### src/rtl/ser_shift_pkg.sv
// Shared types and helpers for the serial result shifter.
// Assumes: nothing beyond IEEE 1800-2017.
package ser_shift_pkg;

    // Who owns the data clock.
    typedef enum logic {
        SRC_INT = 1'b0,
        SRC_EXT = 1'b1
    } dclk_src_e;

    // Counter width for a count of n states; never narrower than one bit.
    function automatic int unsigned cnt_width(input int unsigned n);
        return (n > 1) ? $clog2(n) : 1;
    endfunction

endpackage

### src/rtl/ser_dclk_gen.sv
// Internal data-clock generator: on start, emits WORD_W pulses of DIV system
// cycles each (low half first), then idles low. fall_o flags the system
// edge on which the data clock falls. A low en_i clears all state.
// Assumes: DIV is even and >= 2; start_i is a one-cycle strobe.
module ser_dclk_gen
    import ser_shift_pkg::*;
#(
    parameter int WORD_W = 16,
    parameter int DIV    = 8
) (
    input  logic clk,
    input  logic rst_n,
    input  logic en_i,
    input  logic start_i,
    output logic dclk_o,
    output logic fall_o
);

    localparam int HALF = DIV / 2;
    localparam int PW   = cnt_width(HALF);
    localparam int BW   = cnt_width(WORD_W);

    logic          active;
    logic          dclk_q;
    logic [PW-1:0] phase;
    logic [BW-1:0] bits;
    logic          phase_end;
    logic          last_bit;

    assign phase_end = (phase == PW'(HALF - 1));
    assign last_bit  = (bits == BW'(WORD_W - 1));

    // Half-period counter, clock level and pulse counter.
    always_ff @(posedge clk) begin
        if (!rst_n || !en_i) begin
            active <= 1'b0;
            dclk_q <= 1'b0;
            phase  <= '0;
            bits   <= '0;
        end else if (start_i) begin
            active <= 1'b1;
            dclk_q <= 1'b0;
            phase  <= '0;
            bits   <= '0;
        end else if (active) begin
            if (phase_end) begin
                phase  <= '0;
                dclk_q <= ~dclk_q;
                if (dclk_q) begin
                    bits <= bits + BW'(1);
                    if (last_bit) begin
                        active <= 1'b0;
                    end
                end
            end else begin
                phase <= phase + PW'(1);
            end
        end
    end

    // Falling-edge flag and gated clock output.
    always_comb begin
        fall_o = active && phase_end && dclk_q;
        dclk_o = dclk_q && en_i;
    end

endmodule

### src/rtl/ser_ext_sync.sv
// Brings the external data clock and tag input into the system clock domain
// through SYNC_STAGES flops and flags each falling edge of the external clock.
// The tag goes through the same depth, so it stays aligned with the edge flag.
// Assumes: each external clock phase lasts several system cycles.
module ser_ext_sync #(
    parameter int SYNC_STAGES = 2
) (
    input  logic clk,
    input  logic rst_n,
    input  logic dclk_i,
    input  logic tag_i,
    output logic fall_o,
    output logic tag_o
);

    logic [SYNC_STAGES-1:0] clk_pipe;
    logic [SYNC_STAGES-1:0] tag_pipe;
    logic                   clk_prev;

    // Synchroniser chains, one flop per stage.
    generate
        for (genvar s = 0; s < SYNC_STAGES; s++) begin : g_stage
            if (s == 0) begin : g_first
                always_ff @(posedge clk) begin
                    if (!rst_n) begin
                        clk_pipe[0] <= 1'b0;
                        tag_pipe[0] <= 1'b0;
                    end else begin
                        clk_pipe[0] <= dclk_i;
                        tag_pipe[0] <= tag_i;
                    end
                end
            end else begin : g_next
                always_ff @(posedge clk) begin
                    if (!rst_n) begin
                        clk_pipe[s] <= 1'b0;
                        tag_pipe[s] <= 1'b0;
                    end else begin
                        clk_pipe[s] <= clk_pipe[s-1];
                        tag_pipe[s] <= tag_pipe[s-1];
                    end
                end
            end
        end
    endgenerate

    // Previous synchronised level for edge detection.
    always_ff @(posedge clk) begin
        if (!rst_n) begin
            clk_prev <= 1'b0;
        end else begin
            clk_prev <= clk_pipe[SYNC_STAGES-1];
        end
    end

    // Falling-edge flag and aligned tag.
    always_comb begin
        fall_o = clk_prev && !clk_pipe[SYNC_STAGES-1];
        tag_o  = tag_pipe[SYNC_STAGES-1];
    end

endmodule

### src/rtl/ser_word_shifter.sv
// Holding register plus shift register. cap_i stores a finished word.
// load_i copies the held word into the shift register, which takes priority
// over shift_i. shift_i moves the word one place towards the MSB and takes
// fill_i into the LSB. msb_o is the serial output.
// Assumes: strobes are synchronous to clk.
module ser_word_shifter #(
    parameter int WORD_W = 16
) (
    input  logic              clk,
    input  logic              rst_n,
    input  logic              cap_i,
    input  logic [WORD_W-1:0] word_i,
    input  logic              load_i,
    input  logic              shift_i,
    input  logic              fill_i,
    output logic              msb_o
);

    logic [WORD_W-1:0] hold_q;
    logic [WORD_W-1:0] shift_q;

    // Keep the latest finished word.
    always_ff @(posedge clk) begin
        if (!rst_n) begin
            hold_q <= '0;
        end else if (cap_i) begin
            hold_q <= word_i;
        end
    end

    // Load on start, otherwise shift on a data-clock fall.
    always_ff @(posedge clk) begin
        if (!rst_n) begin
            shift_q <= '0;
        end else if (load_i) begin
            shift_q <= hold_q;
        end else if (shift_i) begin
            shift_q <= {shift_q[WORD_W-2:0], fill_i};
        end
    end

    // Serial output is the top bit.
    always_comb begin
        msb_o = shift_q[WORD_W-1];
    end

endmodule

### src/rtl/ser_result_shifter.sv
// Top of the serial result shifter. Selects between the internal clock
// generator and the synchronised external clock, steers the shift strobe
// and the fill bit, and drives the clock enable.
// Assumes: start_i and result_vld_i are one-cycle strobes; DIV even >= 2.
module ser_result_shifter
    import ser_shift_pkg::*;
#(
    parameter int WORD_W      = 16,
    parameter int DIV         = 8,
    parameter int SYNC_STAGES = 2
) (
    input  logic              clk,
    input  logic              rst_n,
    input  logic [WORD_W-1:0] result_i,
    input  logic              result_vld_i,
    input  logic              start_i,
    input  logic              ext_sel_i,
    input  logic              dclk_ext_i,
    input  logic              tag_i,
    output logic              sdata_o,
    output logic              dclk_o,
    output logic              dclk_oe_o
);

    dclk_src_e src;
    logic      int_en;
    logic      fall_int;
    logic      fall_ext;
    logic      tag_sync;
    logic      shift_en;
    logic      fill_bit;

    // Decode the clock source.
    always_comb begin
        src    = dclk_src_e'(ext_sel_i);
        int_en = (src == SRC_INT);
    end

    ser_dclk_gen #(
        .WORD_W (WORD_W),
        .DIV    (DIV)
    ) u_gen (
        .clk     (clk),
        .rst_n   (rst_n),
        .en_i    (int_en),
        .start_i (start_i),
        .dclk_o  (dclk_o),
        .fall_o  (fall_int)
    );

    ser_ext_sync #(
        .SYNC_STAGES (SYNC_STAGES)
    ) u_sync (
        .clk    (clk),
        .rst_n  (rst_n),
        .dclk_i (dclk_ext_i),
        .tag_i  (tag_i),
        .fall_o (fall_ext),
        .tag_o  (tag_sync)
    );

    // Shift strobe and fill bit follow the active clock source.
    always_comb begin
        shift_en  = int_en ? fall_int : fall_ext;
        fill_bit  = int_en ? 1'b0 : tag_sync;
        dclk_oe_o = int_en;
    end

    ser_word_shifter #(
        .WORD_W (WORD_W)
    ) u_shift (
        .clk     (clk),
        .rst_n   (rst_n),
        .cap_i   (result_vld_i),
        .word_i  (result_i),
        .load_i  (start_i),
        .shift_i (shift_en),
        .fill_i  (fill_bit),
        .msb_o   (sdata_o)
    );

endmodule

### config.mk
export PLATFORM = sky130hd
export DESIGN_NAME = ser_result_shifter
export DESIGN_NICKNAME = d
export VERILOG_FILES = /design/src/rtl/ser_shift_pkg.sv /design/src/rtl/ser_dclk_gen.sv /design/src/rtl/ser_ext_sync.sv /design/src/rtl/ser_word_shifter.sv /design/src/rtl/ser_result_shifter.sv
export SDC_FILE = /design/constraint.sdc
export NUM_CORES = 1
export LEC_CHECK = 0
export BUFFER_PORTS_ARGS = -buffer_cell sky130_fd_sc_hd__buf_2
export CAP_MARGIN = 0
export CORE_ASPECT_RATIO = 0.9
export CORE_MARGIN = 8
export CORE_UTILIZATION = 60
export CTS_CLUSTER_DIAMETER = 120
export DETAILED_ROUTE_END_ITERATION = 8
export HOLD_SLACK_MARGIN = 0.03
export PLACE_DENSITY = 0.95
export SLEW_MARGIN = 10
export SYNTH_ARGS = -nofsm -noshare
export SYNTH_HDL_FRONTEND = slang
export SYNTH_SLANG_ARGS = --single-unit
### constraint.sdc
create_clock -name clk -period 2.6 [get_ports clk]
set_input_delay 0.26 -clock clk [delete_from_list [all_inputs] [get_ports clk]]
set_output_delay 0.26 -clock clk [all_outputs]
set_load 0.01 [all_outputs]
# ---- Word level (Yosys, flattened, before mapping)
# Index checks and enable logic that the tools add are counted.
dict set report word_totals {
  ff_bits 45
  input_bits 23
  output_inout_bits 3
  wordCells 38
}
dict set report classes {
  addsub 2
  eq_ne 2
  muxes 10
  n_bitwise 2
  n_reduce_logical 11
}
# cell n
set ops {}
lappend ops {{16-bit two-way mux} 2}
lappend ops {{1-bit two-way mux} 7}
lappend ops {{4-bit by 1-bit adder with 4-bit output (second input constant)} 1}
lappend ops {{4-bit == test (second input constant)} 1}
lappend ops {{1-bit logical AND} 4}
lappend ops {{3-bit AND reduction} 1}
lappend ops {{2-bit by 1-bit adder with 2-bit output (second input constant)} 1}
lappend ops {{2-bit == test (second input constant)} 1}
lappend ops {{1-bit zero test} 2}
lappend ops {{2-bit two-way mux} 1}
lappend ops {{1-bit inverter} 2}
lappend ops {{2-bit AND reduction} 1}
lappend ops {{2-bit nonzero test} 1}
lappend ops {{2-bit OR reduction} 1}
lappend ops {{1-bit logical OR} 1}

# ---- Depth between registers and ports, before layout
# Gate-level depths: netlist (run 1).
dict set report depth {
  word_depth 6
  depth_mapped 7
  mapped_depth_nobuf 4
}

# ---- By module
# A second synthesis (run 1) with hierarchy kept.
dict set report hier_totals {
  hier_cells 173
  area_unflattened_um2 1964.4
}
# mod n_inst cells_per_inst area_each_um2 seq_area_each_um2
set by_module_without_submodules {}
lappend by_module_without_submodules {ser_word_shifter 1 122 1448.9 640.6}
lappend by_module_without_submodules {ser_dclk_gen 1 37 351.6 160.2}
lappend by_module_without_submodules {ser_ext_sync 1 11 137.6 100.1}
lappend by_module_without_submodules {ser_result_shifter 1 3 26.3 0.0}

# ---- Worst setup path after synthesis (run 1)
# No wires, ideal clock.
dict set report synth_path {
  path_kind {register to register}
  start {register u_gen.phase[0]}
  end {register u_shift.shift_q[6]}
  setup_ps 70
  arrival_ps 1561
  required_ps 2530
  setup_slack_ps 970
  stages_incl_launch_ff 8
  n_path_buf 3
  period_less_slack_ps 1630
  path_cell_list {dfxtp_1 -> ha_1 -> and4b_1 -> buf_6 -> or3_1 -> buf_6 -> buf_8 -> a21oi_1}
}
dict set report synth_between {
  elab_chain_cells 5
}
# item line_no
set synth_lines {}
lappend synth_lines {{start, declared} ser_dclk_gen.sv:25} ;# logic [PW-1:0] phase;
lappend synth_lines {{start signal, assigned} ser_dclk_gen.sv:56} ;# phase <= phase + PW'(1);
lappend synth_lines {{2-bit == test} ser_dclk_gen.sv:30} ;# assign phase_end = (phase == PW'(HALF - 1));
lappend synth_lines {{1-bit logical AND (2 in a row)} ser_dclk_gen.sv:63} ;# fall_o = active && phase_end && dclk_q;
lappend synth_lines {{1-bit two-way mux} ser_result_shifter.sv:64} ;# shift_en = int_en ? fall_int : fall_ext;
lappend synth_lines {{2-bit nonzero test (no source line)} -}
lappend synth_lines {{end signal, assigned} ser_word_shifter.sv:36} ;# shift_q <= hold_q;
lappend synth_lines {{end signal, assigned} ser_word_shifter.sv:38} ;# shift_q <= {shift_q[WORD_W-2:0], fill_i};
lappend synth_lines {{end, declared} ser_word_shifter.sv:20} ;# logic [WORD_W-1:0] shift_q;
# No other way between the ends.
# A chain may end at the register's enable or synchronous reset.

# ---- Final worst setup path (run 1)
dict set report layout_path {
  start {register u_gen.phase[0]}
  end {register u_shift.shift_q[15]}
}
# Same word-level chain as after synthesis.

==> metrics, run 1 <==
Worst Setup EP=u_shift.shift_q[15]; Hold Path Class=primary input to register; Startpoint Class=register; fmax=approximately 570 MHz; final net count=approximately 220; worst r2r src=u_gen.phase[0]; Util after Layout=about two thirds; die footprint=5180 sq um; Hold Buf Count CTS=0; Tot GR Track Use=between 10% and 20%; CTS clk-pin slew, worst paths=approximately 0.12 ns; Reg power frac=between 60 and 70%; CTS tree=built; combinational share of power=10.2%; most common cell after layout, fill and taps aside=dfxtp_1; drt via density=~5.6; P_sw=between 0.0002 and 0.0003 W; Post-Syn Area=1880 sq um; synthesized net count=205; critical path type=register to register; most frequent cells in the layout=dfxtp_1 (45), mux2i_1 (33), buf_2 (25); status=complete, no violations; worst hold slack=between 0.1 and 0.15 ns; WP data arrival=2.04 ns; H-Tree Level Count=2; Finished Layout Cells=~240; HPWL after DPL=between 2000 and 2500 microns; DR iter-0 viols=116; GRT overflow=0; Clk Latency, worst-skew pair=about 0.35 ns; Die H=around 69 microns; row cnt=19; fin crit period=1.75 ns; layout cells sized above 1=between 10% and 20%; Worst Skew=approximately 0.0091 ns; total wire length=roughly 3500 microns; Critical path origin=u_gen.phase[0]; Internal=a little over 0.0009 W; clock sink count=45; RR Endpoint=u_shift.shift_q[15]; drt wl/cell=roughly 15 microns; Initial Utilization=between 60 and 70%; initial antenna violation count=0; Clk network pwr share=between 20% and 30%; Core Region=slightly above 3000 sq um; FF-to-FF setup slack=around 0.85 ns; maximum vdd drop=~0.39 mV; Final Cycle Share=67.4%; Placed Cells=about 230; vias in the first global route=1383; Post-CTS Setup Inserts=0; Cells after Synth=180; Rel. slew slack=between 50% and 60%; largest net degree at the start of global routing=40; Fin. Hold Viols=0; Area Overhead vs Synth=8.06%; worst r2r path cells=4; max-cap viol count=0; Slew Viols, Final=0; post-synthesis sequential area ratio=about 48%; first-pass GRT wire length=around 6000 microns; Routability Congestion=0.730; PostCTS Resize Cnt=0; Switching Share=23.6%; number of diodes=0; Root Buffer=clkbuf_4; Final setup viols=0; die width=roughly 75 microns; DRC=0; I/O pins=26; element type at the critical path end=register; Slew @ Worst Pin=around 0.74 ns; critical path fanouts, max=16; Power, Total=around 0.0012 W; CTS buffer count=5; Synthesis Warnings=0; P_leak=between 0.8 and 0.9 nW; PwrDens=about 590 nW/um^2; RSZ-0062 raised after global routing=false; synthesized area per cell=roughly 10 sq um; Routed Antenna Nets=0; Setup TNS Final=0 ns; DRT Pass-1 Iters=4; Max Buffers Root-to-Sink=2; CP required=approximately 2.9 ns; # port buffers=25; Fillers=~250; via count=1338; Cell variety after synth=28; Synth Register Bits=45
==> power by group through the flow <==
stage               logic [W]  clock network (W)  registers, W
floorplan           0.0000962                  0      0.000755
global placement     0.000116                  0      0.000759
detailed placement   0.000122                  0      0.000761
CTS                  0.000123           0.000335      0.000745
global route         0.000136           0.000366      0.000749
finish               0.000122           0.000330      0.000745
==> registers in the layout (all words and copies together) (netlist names) <==
register and count:
u_shift.hold_q 16, u_shift.shift_q 16, u_gen.bits 4, u_gen.phase 2
u_sync.clk_pipe 2, u_gen.active 1, u_gen.dclk_q 1, u_sync.clk_prev 1
u_sync.tag_o 1, u_sync.tag_pipe 1
==> kinds of logic after synthesis <==
group                      count (synthesis)  share of synthesized area, %
buffers and inverters                     19                          5.33
AOI/OAI and AO/OA                         39                          14.1
xor gates and xnor gates                   3                          1.40
DFF                                       45                          48.0
adders and majority gates                  2                          1.33
muxes                                     33                          17.6
and+or+nand+nor                           39                          12.3
==> worst max-delay path, stage by stage, from the launching register on <==
cell,delay [ns]
dfxtp_1,0.35
ha_1,0.27
and4b_1,0.22
or3_1,0.59
a21oi_1,0.25
==> cells in the mapped netlist <==
cell type / instances / area share (%)
nand4_1: 1 / 0.33
and4b_1: 1 / 0.53
nor2b_1: 16 / 5.3
buf_8: 1 / 0.80
buf_2: 2 / 0.53
buf_1: 1 / 0.20
and3_1: 1 / 0.33
nor2_1: 6 / 1.2
a31oi_1: 1 / 0.33
and2b_1: 1 / 0.40
buf_6: 2 / 1.2
nand2_1: 1 / 0.20
and3b_1: 1 / 0.47
or3_1: 2 / 0.67
a21oi_1: 18 / 4.8
and2_1: 5 / 1.7
nand3_1: 3 / 0.80
inv_1: 3 / 0.60
dfxtp_1: 45 / 48
o211a_1: 1 / 0.53
o41ai_1: 16 / 7.5
o21ai_0: 2 / 0.53
nor3b_1: 1 / 0.40
xor2_1: 3 / 1.4
a21o_1: 1 / 0.40
ha_1: 2 / 1.3
clkbuf_1: 10 / 2.0
mux2i_1: 33 / 18
==> per-layer routing <==
layer | part of all wire, % | global-route usage (%) | up-vias
met5 | 0 | 0 | -
met4 | 2.6 | 8.48 | 0
met3 | 5.0 | 4.05 | 10
met2 | 46 | 21.8 | 31
met1 | 46 | 17.5 | 615
li1 | - | - | 682
==> metrics by stage <==
stage,instance area (sq um),setup slack [ns]
CTS,2030,0.843
detailed placement,1970,0.903
finish,2030,0.846
floorplan,1880,0.970
global route,2030,0.750
global placement,1970,0.932
==> area by class of cell <==
class                   instances  area [sq um]  share of cell area [%]
inverters                       3          11.3                   0.555
well taps                      42          52.6                    2.59
clock buffers                   7          55.1                    2.71
flip-flops and latches         45           901                    44.4
repair buffers                 26           133                    6.54
multi-input cells             116           877                    43.2
==> how the worst min path moves through the flow <==
stage	slack (ns)	start	cells past startpoint	to
3_5_place_dp	0.42	u_sync.clk_pipe[0]	1	u_sync.clk_pipe[1]
5_1_grt	0.11	tag_i	2	u_sync.tag_pipe[0]
6_report	0.11	dclk_ext_i	2	u_sync.clk_pipe[0]
4_1_cts	0.10	dclk_ext_i	2	u_sync.clk_pipe[0]
2_1_floorplan	0.39	dclk_ext_i	1	u_sync.clk_pipe[0]
3_3_place_gp	0.42	u_sync.tag_pipe[0]	1	u_sync.tag_o
Note: power is estimated with default switching activity, not from simulation.
==> inputs of run 2 (changes only) <==
ABC_AREA = 1   (was not set)
CORE_UTILIZATION = 56   (was 60)
PLACE_DENSITY = 0.9   (was 0.95)
clock period = 1.8 ns   (was 2.6 ns; I/O delays follow)
==> run 2 against run 1 <==
Clock power rose by 80%. Die area rose by 12%. Critical path type unchanged. Count of clock-buffer cells in the layout is 1 lower. Non-clock buffer count grew 2.
==> metrics, run 2 <==
status=complete, no violations; CP required=2.03 ns (-0.86 ns); layout cells sized above 1=14.0% (-2.2 points); Slew @ Worst Pin=0.454 ns (-0.290 ns); final setup margin=0.354 ns (-0.492 ns); top cell type by total area after synthesis=dfxtp_1; ys async rst share=0% (unchanged); I/O pins=26 (unchanged); Die H=73.1 microns (+5.8%); top-count cell post-synth=nor2_1; largest net degree at the start of global routing=32 (-20%); via count=1811 (+35%); WHS Path Cells=3 (+1); P_leak=1.14 nW (+29%); met1 Usage GRT=17.9% (+0.41 points); initial antenna violation count=0 (unchanged); worst r2r src=u_gen.phase[0]; Synth area leaders=dfxtp_1 (44%), nor2_1 (13%), nand2_1 (8.3%); drt wl/cell=11.4 microns (-22%); most frequent cells in the layout=nor2_1 (69), nand2_1 (45), dfxtp_1 (45); WP data arrival=1.67 ns (-0.37 ns); die footprint=5800 sq um (+12%); top flop regs=u_shift.hold_q: 16 flops, u_shift.shift_q: 16 flops, u_gen.bits: 4 flops; CTS clk-pin slew, worst paths=0.08 ns (-0.04 ns); Routability Congestion=0.772 (+5.8%); Synthesis Warnings=0 (unchanged); DRC=0 (unchanged); Post-Syn Area=2030 sq um (+7.9%); final net count=338 (+52%); Post-CTS Setup Inserts=0 (unchanged); worst r2r path cells=8 (+4); row cnt=20 (+1); commonest cells in the netlist=nor2_1 (69), dfxtp_1 (45), nand2_1 (45), inv_1 (44), a21oi_1 (21); share of Yosys cell area claimed by the top area cell type=44.5% (-3.5 points); Final setup viols=0 (unchanged); post-synthesis sequential area ratio=44.5% (-3.5 points); GRT busiest layer=met2; Placed Area=2140 sq um (+8.6%); CTS buffer count=5 (unchanged); Clk Latency, worst-skew pair=0.29 ns (-0.06 ns); Hold Buf Count CTS=0 (unchanged); Worst Skew=0.00402 ns (-0.00505 ns); synthesized net count=317 (+55%); Place WS=0.402 ns (-0.501 ns); Core Region=3430 sq um (+14%); PwrDens=850 nW/um^2 (+44%); DRT Pass-1 Iters=4 (unchanged); element type at the critical path end=register; RR Endpoint=u_shift.shift_q[11]; fin crit period=1.45 ns (-0.308 ns); Hold Path Class=primary input to register; Post-synth EDFFs=0 (unchanged); most common cell after layout, fill and taps aside=nor2_1; Slew Viols, Final=0 (unchanged); drt via density=5.06 (-9.6%); Setup TNS Final=0 ns (unchanged); Fin. Hold Viols=0 (unchanged); die width=79.4 microns (+5.9%); PostCTS Resize Cnt=0 (unchanged); clock sink count=45 (unchanged); Tot GR Track Use=15.1% (+0.60 points); Synth Flop Type=dfxtp_1; Fillers=288 (+16%); vias in the first global route=1668 (+21%); first-pass GRT wire length=7180 microns (+20%); routing usage on met3=3.94% (-0.11 points); maximum vdd drop=0.618 mV (+58%); Cell variety after synth=26 (-7.1%); Final Cycle Share=80.3% (+13 points); GR Util met2=25.2% (+3.4 points); critical path type=register to register; Util after Layout=65.0% (-2.3 points); Rel. slew slack=69.7% (+19 points); total wire length=4080 microns (+17%); RSZ-0062 raised after global routing=false; Hold Path Origin=tag_i; Critical path origin=u_gen.phase[0]; Root Buffer=clkbuf_8; FF-to-FF setup slack=0.35 ns (-0.49 ns); Synth Register Bits=45 (unchanged); H-Tree Level Count=2 (unchanged); hold endpoint=u_sync.tag_pipe[0]; synthesized area per cell=6.94 sq um (-34%); # port buffers=25 (unchanged); CTS tree=built; GRT overflow=0 (unchanged); Startpoint Class=register; Routed Antenna Nets=0 (unchanged); post-route cell area=2230 sq um (+9.7%); critical path fanouts, max=17 (+1); max-cap viol count=0 (unchanged); HPWL after DPL=2730 microns (+15%); Max Buffers Root-to-Sink=2 (unchanged); fmax=692 MHz (+21%); Area Overhead vs Synth=9.94%; Initial Utilization=59.1% (-3.1 points); DR iter-0 viols=149 (+28%); number of diodes=0 (unchanged); Cells after Synth=292 (+62%)
==> run 2: layout make-up <==
class                           count  area [sq um]  share of cell area (%)
Inverter                           47           176                    7.92
Multi-Input combinational cell    186           865                    38.8
Clock inverter                      2          10.0                   0.449
Tap cell                           44          55.1                    2.47
Clock buffer                        6          72.6                    3.26
Timing Repair Buffer               28           148                    6.63
Sequential cell                    45           901                    40.4
==> run 2: worst max-delay path by stage <==
stage | end | cells past startpoint | slack, ns
global route | u_shift.shift_q[11] | 8 | 0.24
finish | u_shift.shift_q[11] | 8 | 0.35
CTS | u_shift.shift_q[11] | 8 | 0.35
detailed placement | u_shift.shift_q[9] | 8 | 0.40
floorplan | u_shift.shift_q[1] | 9 | 0.57
global placement | u_shift.shift_q[8] | 8 | 0.45
==> run 2: metrics by stage <==
stage / instances / hold WS, ns / power [W]
after floorplan: 292 / 0.278 / 0.00126
after global placement: 350 / 0.359 / 0.00131
after detailed placement: 350 / 0.363 / 0.00132
after CTS: 358 / 0.0537 / 0.00191
after global routing: 358 / 0.0518 / 0.00200
final: 358 / 0.0616 / 0.00189
==> run 2: layer usage <==
layer	vias to the layer above	part of all wire, %
li1	946	-
met3	7	5.6
met2	47	45
met5	-	0
met1	811	48
met4	0	1.4
==> run 2: report_power, final <==
part	internal (W)	leakage, nW	switching, W
combinational	0.0000871	0.729	0.000137
sequential	0.00105	0.371	0.0000235
clock	0.000269	0.0450	0.000326
total	0.00141	1.14	0.000486
==> run 2: logic make-up (layout without fill, tap and decap cells) <==
family                     after synthesis  count (layout)  synth area share [%]
buffers and inverters                   61              83                  12.8
AOI/OAI and AO/OA                       41              41                  10.3
and+or+nand+nor                        142             142                  30.7
muxes                                    1               1                 0.494
adders and majority gates                2               2                  1.24
DFF                                     45              45                  44.5
==> run 2: worst max-delay path, cell delays in order, from the launching register on <==
cell	delay, ns
dfxtp_1	0.34
ha_1	0.23
nand2_2	0.11
inv_2	0.06
nand2_4	0.17
nand3_4	0.21
nand2_1	0.11
inv_1	0.05
nor2_1	0.11
